**src/rtl/clkgate_pkg.sv**
```systemverilog
package clkgate_pkg;
    typedef enum logic [2:0] {
        RX_IDLE   = 3'd0,
        RX_ADDR   = 3'd1,
        RX_CMD    = 3'd2,
        RX_CNT    = 3'd3,
        RX_DATA   = 3'd4,
        RX_IGNORE = 3'd5
    } rx_st_e;

    localparam logic [6:0] DEF_SLV_ADDR = 7'b1101001;
endpackage

```
**src/rtl/bus_sampler.sv**
```systemverilog
module bus_sampler (
    input  logic clk,
    input  logic rst_n,
    input  logic scl_i,
    input  logic sda_i,
    output logic scl_s,
    output logic sda_s,
    output logic scl_rise,
    output logic scl_fall,
    output logic start_det,
    output logic stop_det
);
    typedef struct packed {
        logic [1:0] scl_sync;
        logic [1:0] sda_sync;
        logic       scl_prev;
        logic       sda_prev;
    } smp_t;

    smp_t smp_d, smp_q;

    always_comb begin
        smp_d          = smp_q;
        smp_d.scl_sync = {smp_q.scl_sync[0], scl_i};
        smp_d.sda_sync = {smp_q.sda_sync[0], sda_i};
        smp_d.scl_prev = smp_q.scl_sync[1];
        smp_d.sda_prev = smp_q.sda_sync[1];
    end

    always_ff @(posedge clk or negedge rst_n) begin
        if (!rst_n) smp_q <= '1;
        else        smp_q <= smp_d;
    end

    assign scl_s     = smp_q.scl_sync[1];
    assign sda_s     = smp_q.sda_sync[1];
    assign scl_rise  = scl_s & ~smp_q.scl_prev;
    assign scl_fall  = ~scl_s & smp_q.scl_prev;
    assign start_det = scl_s & smp_q.scl_prev & smp_q.sda_prev & ~sda_s;
    assign stop_det  = scl_s & smp_q.scl_prev & ~smp_q.sda_prev & sda_s;
endmodule

```
**src/rtl/smbus_rx.sv**
```systemverilog
module smbus_rx
    import clkgate_pkg::*;
#(
    parameter logic [6:0] SLV_ADDR = DEF_SLV_ADDR,
    parameter int         NUM_REG  = 3,
    localparam int        IW       = $clog2(NUM_REG + 1)
) (
    input  logic          clk,
    input  logic          rst_n,
    input  logic          scl_s,
    input  logic          sda_s,
    input  logic          scl_rise,
    input  logic          scl_fall,
    input  logic          start_det,
    input  logic          stop_det,
    output logic          ack_o,
    output logic          wr_o,
    output logic [IW-1:0] wr_idx_o,
    output logic [7:0]    wr_data_o
);
    typedef struct packed {
        rx_st_e        st;
        logic [3:0]    bc;
        logic [7:0]    sh;
        logic          ack;
        logic          pend;
        logic [IW-1:0] idx;
    } rx_t;

    rx_t        rx_d, rx_q;
    logic       wr;
    logic [7:0] byte_w;

    always_comb begin
        rx_d   = rx_q;
        wr     = 1'b0;
        byte_w = {rx_q.sh[6:0], sda_s};
        if (stop_det) begin
            rx_d.st  = RX_IDLE;
            rx_d.bc  = 4'd0;
            rx_d.ack = 1'b0;
        end else if (start_det) begin
            rx_d.st  = RX_ADDR;
            rx_d.bc  = 4'd0;
            rx_d.ack = 1'b0;
        end else if (rx_q.st inside {RX_ADDR, RX_CMD, RX_CNT, RX_DATA}) begin
            if (scl_rise && rx_q.bc < 4'd8) begin
                rx_d.sh = byte_w;
                rx_d.bc = rx_q.bc + 4'd1;
                if (rx_q.bc == 4'd7) begin
                    rx_d.pend = 1'b1;
                    case (rx_q.st)
                        RX_ADDR: begin
                            if (byte_w == {SLV_ADDR, 1'b0}) rx_d.st = RX_CMD;
                            else begin
                                rx_d.st   = RX_IGNORE;
                                rx_d.pend = 1'b0;
                            end
                        end
                        RX_CMD: rx_d.st = RX_CNT;
                        RX_CNT: begin
                            rx_d.st  = RX_DATA;
                            rx_d.idx = '0;
                        end
                        default: begin
                            if (rx_q.idx < IW'(NUM_REG)) begin
                                wr       = 1'b1;
                                rx_d.idx = rx_q.idx + 1'b1;
                            end
                        end
                    endcase
                end
            end else if (scl_fall && rx_q.bc == 4'd8) begin
                rx_d.bc  = 4'd9;
                rx_d.ack = rx_q.pend;
            end else if (scl_fall && rx_q.bc == 4'd9) begin
                rx_d.bc  = 4'd0;
                rx_d.ack = 1'b0;
            end
        end
    end

    always_ff @(posedge clk or negedge rst_n) begin
        if (!rst_n) rx_q <= '{st: RX_IDLE, bc: 4'd0, sh: 8'd0, ack: 1'b0, pend: 1'b0, idx: '0};
        else        rx_q <= rx_d;
    end

    assign ack_o     = rx_q.ack;
    assign wr_o      = wr;
    assign wr_idx_o  = rx_q.idx;
    assign wr_data_o = byte_w;

    AST_ACK_RISE_SCL_LOW: assert property (@(posedge clk) disable iff (!rst_n) $rose(rx_q.ack) |-> !scl_s);
    AST_ACK_FALL_SCL_LOW: assert property (@(posedge clk) disable iff (!rst_n) $fell(rx_q.ack) && !start_det && !stop_det |-> !scl_s);
    AST_IGNORE_NO_ACK: assert property (@(posedge clk) disable iff (!rst_n) rx_q.st == RX_IGNORE |-> !rx_q.ack);
    AST_START_RESTART: assert property (@(posedge clk) disable iff (!rst_n) start_det && !stop_det |=> rx_q.st == RX_ADDR && rx_q.bc == 4'd0 && !rx_q.ack);
    AST_STOP_IDLE: assert property (@(posedge clk) disable iff (!rst_n) stop_det |=> rx_q.st == RX_IDLE && !rx_q.ack);
    AST_BIT_RANGE: assert property (@(posedge clk) disable iff (!rst_n) rx_q.bc <= 4'd9);
endmodule

```
**src/rtl/enable_bank.sv**
```systemverilog
module enable_bank #(
    parameter int  NUM_OUT = 18,
    localparam int NUM_REG = (NUM_OUT + 7) / 8,
    localparam int IW      = $clog2(NUM_REG + 1),
    localparam int PAD     = NUM_REG * 8 - NUM_OUT
) (
    input  logic               clk,
    input  logic               rst_n,
    input  logic               wr_i,
    input  logic [IW-1:0]      idx_i,
    input  logic [7:0]         data_i,
    output logic [NUM_OUT-1:0] en_o
);
    logic [NUM_OUT-1:0] en_d, en_q;

    for (genvar i = 0; i < NUM_OUT; i++) begin : g_bit
        localparam int REG_I = i / 8;
        localparam int POS_I = (REG_I == NUM_REG - 1) ? (i % 8) + PAD : (i % 8);
        assign en_d[i] = (wr_i && idx_i == IW'(REG_I)) ? data_i[POS_I] : en_q[i];
    end

    always_ff @(posedge clk or negedge rst_n) begin
        if (!rst_n) en_q <= '1;
        else        en_q <= en_d;
    end

    assign en_o = en_q;

    AST_HOLD_WITHOUT_WRITE: assert property (@(posedge clk) disable iff (!rst_n) !wr_i |=> $stable(en_q));
endmodule

```
**src/rtl/clkgate_smbus_ctrl.sv**
```systemverilog
module clkgate_smbus_ctrl
    import clkgate_pkg::*;
#(
    parameter int         NUM_OUT  = 18,
    parameter logic [6:0] SLV_ADDR = DEF_SLV_ADDR
) (
    input  logic               clk,
    input  logic               rst_n,
    input  logic               scl_i,
    input  logic               sda_i,
    output logic               sda_pull,
    input  logic               ref_clk_i,
    input  logic               oe_i,
    output logic [NUM_OUT-1:0] clk_out,
    output logic               out_drv
);
    localparam int NUM_REG = (NUM_OUT + 7) / 8;
    localparam int IW      = $clog2(NUM_REG + 1);

    logic               scl_s, sda_s, scl_rise, scl_fall, start_det, stop_det;
    logic               wr;
    logic [IW-1:0]      wr_idx;
    logic [7:0]         wr_data;
    logic [NUM_OUT-1:0] en;

    bus_sampler u_smp (
        .clk(clk), .rst_n(rst_n), .scl_i(scl_i), .sda_i(sda_i),
        .scl_s(scl_s), .sda_s(sda_s), .scl_rise(scl_rise), .scl_fall(scl_fall),
        .start_det(start_det), .stop_det(stop_det)
    );

    smbus_rx #(.SLV_ADDR(SLV_ADDR), .NUM_REG(NUM_REG)) u_rx (
        .clk(clk), .rst_n(rst_n), .scl_s(scl_s), .sda_s(sda_s),
        .scl_rise(scl_rise), .scl_fall(scl_fall), .start_det(start_det),
        .stop_det(stop_det), .ack_o(sda_pull), .wr_o(wr), .wr_idx_o(wr_idx),
        .wr_data_o(wr_data)
    );

    enable_bank #(.NUM_OUT(NUM_OUT)) u_bank (
        .clk(clk), .rst_n(rst_n), .wr_i(wr), .idx_i(wr_idx), .data_i(wr_data),
        .en_o(en)
    );

    assign out_drv = oe_i;
    assign clk_out = oe_i ? (en & {NUM_OUT{ref_clk_i}}) : '0;
endmodule

```
**config.mk**
```make
export PLATFORM = sky130hd
export DESIGN_NAME = clkgate_smbus_ctrl
export DESIGN_NICKNAME = d
export VERILOG_FILES = /design/src/rtl/clkgate_pkg.sv /design/src/rtl/bus_sampler.sv /design/src/rtl/smbus_rx.sv /design/src/rtl/enable_bank.sv /design/src/rtl/clkgate_smbus_ctrl.sv
export SDC_FILE = /design/constraint.sdc
export NUM_CORES = 1
export LEC_CHECK = 0
export BUFFER_PORTS_ARGS = -buffer_cell sky130_fd_sc_hd__buf_2
export CAP_MARGIN = 20
export CORE_MARGIN = 4
export CORE_UTILIZATION = 55
export CTS_BUF_LIST = sky130_fd_sc_hd__clkbuf_4
export DETAILED_ROUTE_END_ITERATION = 12
export PLACE_DENSITY_LB_ADDON = 0.15
export SLEW_MARGIN = 20
export SYNTH_ARGS = -nofsm -noshare
export SYNTH_HDL_FRONTEND = slang
export SYNTH_HIERARCHICAL = 1
export SYNTH_SLANG_ARGS = --single-unit
export TNS_END_PERCENT = 10
```
**constraint.sdc**
```tcl
create_clock -name clk -period 3.15 [get_ports clk]
set_clock_uncertainty 0.05 [all_clocks]
set_input_delay 0.315 -clock clk [delete_from_list [all_inputs] [get_ports clk]]
set_output_delay 0.315 -clock clk [all_outputs]
set_load 0.05 [all_outputs]
```
==> impl_results.md <==
- Status: finished, final reports clean
- Clk Latency, worst-skew pair: 0.34 ns
- Layout cells sized above 1: 0.532
- 1st-iter DRT viols: 85
- Synth unique cells: 45
- Avg WL per Cell: between 15 and 20 µm
- Syn_nets: approximately 180
- Buffers on Ports: 25
- H-tree Lvls: 2
- Delay of the slowest critical-path stage: about 0.6 ns
- DIE HEIGHT: 69.9 µm
- FF-to-FF setup slack: between 0.3 and 0.4 ns
- Top FF cell, synth: dfstp_2
- Fin crit share: 0.895
- Diode count: 0
- Clock transition at path regs: 0.11 ns
- Vias in the first global route: 1370
- Sequential share of the synthesized area: 0.514
- Worst ir drop on vdd: roughly 0.29 mV
- FP Rows: 22
- DR pass1 iterations: 4
- Clock power frac: 0.238
- Gpl congestion: around 0.85
- Post-synthesis cell area: about 2100 µm²
- Asr flop ratio synth: 1.00
- Fmax achieved: roughly 350 MHz
- Int Pwr: ~760 µW
- Pin count of the biggest net entering global routing: 43
- Mean post-synth cell area: 12.6 µm²
- Normalized max-slew margin: 0.415
- Cts repair resizes: 0
- Worst Path Buf+Inv: 0
- Cells after synthesis: roughly 170
- Dpl hpwl: 2.68 mm
- Placed insts: 226
- Power Density: 476 nW/µm²
- Seq pwr share: 0.628
- CP Data Required Time: between 3 and 4 ns
- Ports: 26
- Crit path max fanout: 8
- First-pass GRT wire length: around 6.6 mm
- Final Hold Viols: 0
- Longest Clk Path Bufs: 2
- Global Route Usage Sum: 0.168
- CP Class: reg2reg
- Final net count: between 150 and 200
- Antenna violations before repair: 0
- Cts bufs inserted: 5
- Post-synth EDFFs: 0
- DR vias: about 1300
- Chip width: roughly 70 µm
- Max cap viols: 0
- Synth warn: 6
- Fin cells: approximately 240
- RSZ-0062 raised after global routing: no
- Congestion Overflow GR: 0
- Final ANT Viol Nets: 0
- Drt via density: ~5.7
- Final worst path period need: roughly 2.8 ns
- Area growth, synth to finish: 7.07%
- CP endpoint kind: flop
- Flops & latches, synth: 42
- Worst-Margin Slew: roughly 0.88 ns
- Core Region: between 3000 and 4000 µm²
- Pleak: around 0.0011 µW
- Final setup viols: 0
- CP Launch Type: flop
- Setup bufs post-CTS: 0
- Slew Viols, Final: 0
- DIE AREA: approximately 4900 µm²
- CTS tree: done
- Hold Crit Class: in2async
- Delay-heaviest family, CP: simple AND/OR/NAND/NOR gates
- Number of fill cells in the layout: between 300 and 400
- Net Sw Frac: 0.289
- Post-CTS Hold Buffers: 1
- Setup TNS after final layout: 0 ns
- Root buf cell: clkbuf_4
- Slowest-stage cell, CP: dfstp_2
- Power share of the combinational group: 0.133
- CP Cell Sequence: and4b_1 > or2_0 > nor4b_4 > and2_1 > nor3b_4 > mux2_2
- Routed WL: between 3 and 4 mm
- CTS Sinks: 42
- Layout Utilization: 0.611
- Sw power: 310 µW
- # DRC: 0
- Initial Util: 0.571
- Worst Path Arrival: around 3.1 ns
per-stage QoR:
step / worst slack (ns) / hold slack [ns] / instance area (µm²) / power [µW]
after floorplan: 0.644 / -0.0306 / 2100 / 813
after global placement: 0.434 / 0.297 / 2180 / 812
after detailed placement: 0.325 / 0.301 / 2180 / 825
after CTS: 0.310 / 0.000407 / 2240 / 1080
after global routing: 0.173 / 0.0719 / 2250 / 1140
final: 0.330 / 0.0257 / 2250 / 1070
power by group through the flow:
stage | clock (µW) | combinational [µW] | sequential [µW]
after floorplan | 0 | 167 | 646
after detailed placement | 0 | 142 | 683
after global placement | 0 | 135 | 677
after CTS | 266 | 143 | 674
after global routing | 298 | 160 | 685
final | 255 | 143 | 673
layout make-up:
class / count / area [µm²] / area share
clock buffer: 6 / 45.0 / 0.0200
clock inverter: 2 / 8.76 / 0.00389
inverter: 5 / 18.8 / 0.00833
multi-input combinational: 106 / 895 / 0.397
sequential: 42 / 1080 / 0.480
tap: 48 / 60.1 / 0.0267
timing repair buffer: 27 / 145 / 0.0644
cell usage after synthesis, drive strengths merged, types with 4 or more instances:
cell	n	share of area
a21oi	5	0.012
nor2	5	0.010
ha	4	0.024
o21ai	4	0.0095
nor2b	4	0.012
or2	4	0.013
dfrtp	18	0.21
and3	18	0.058
nand3	4	0.012
dfstp	24	0.30
and4b	4	0.019
inv	5	0.0089
buf	14	0.052
mux2	26	0.14
path summary, 6_finish.rpt:
kind	start	endpoint	cells past startpoint
max	u_smp/sda_s	u_bank/en_o[1]	6
min	rst_n	u_rx/rx_q[2]	1
max reg2reg	u_smp/sda_s	u_bank/en_o[1]	6
min reg2reg	u_smp/smp_d[3]	u_smp/sda_s	0
max in group asynchronous	rst_n	u_rx/wr_data_o[1]	1
min in group clk	u_smp/smp_d[3]	u_smp/sda_s	0
cells by family after synthesis:
| logic type | synth area share |
|---|---|
| XOR/XNOR | 0.00416 |
| buffers and inverters | 0.0612 |
| AND/OR/NAND/NOR | 0.194 |
| flip-flops | 0.514 |
| adder cells (fa/ha/maj) | 0.0238 |
| AO/OA/AOI/OAI | 0.0636 |
| multiplexers | 0.139 |
worst register-to-register path, stage by stage (launching register included):
cell and delay (ns):
dfstp_2 0.60, and4b_1 0.24, or2_0 0.37, nor4b_4 0.39, and2_1 0.26, nor3b_4 0.45, mux2_2 0.40
sequential cells by signal, summed over array words and instances, names as in the netlist, 2 cells and up:
| register | count |
|---|---|
| u_bank/en_o | 18 |
| u_rx/wr_data_o | 7 |
| u_rx/rx_q | 8 |
| u_smp/smp_d | 2 |
| u_rx/wr_idx_o | 2 |
| u_smp/smp_q | 2 |
routing by layer:
layer  share of wire  GRT usage  wire length (µm)
met1            0.47      0.232              1760
met2            0.48      0.259              1780
met4          0.0078     0.0404                29
met3           0.040     0.0518               147
met5               0          0                 0
layout by cell type (no fill, tap or decap), drive strengths merged:
| cell type | n |
|---|---|
| a21oi | 5 |
| a22o | 1 |
| a311oi | 1 |
| a31o | 1 |
| a31oi | 2 |
| and2 | 2 |
| and3 | 18 |
| and4b | 4 |
| buf | 25 |
| clkbuf | 6 |
| clkinv | 2 |
| dfrtp | 18 |
| dfstp | 24 |
| dlygate4sd3 | 2 |
| ha | 4 |
| inv | 5 |
| mux2 | 26 |
| nand2 | 2 |
| nand2b | 1 |
| nand3 | 4 |
| nand3b | 3 |
| nand4 | 1 |
| nand4b | 1 |
| nor2 | 5 |
| nor2b | 4 |
| nor3 | 3 |
| nor3b | 1 |
| nor4b | 3 |
| o2111ai | 1 |
| o21a | 1 |
| o21ai | 4 |
| o311a | 1 |
| o31ai | 1 |
| o32ai | 1 |
| or2 | 4 |
| xnor2 | 1 |
No activity file was read; power rests on OpenSTA's default activity.
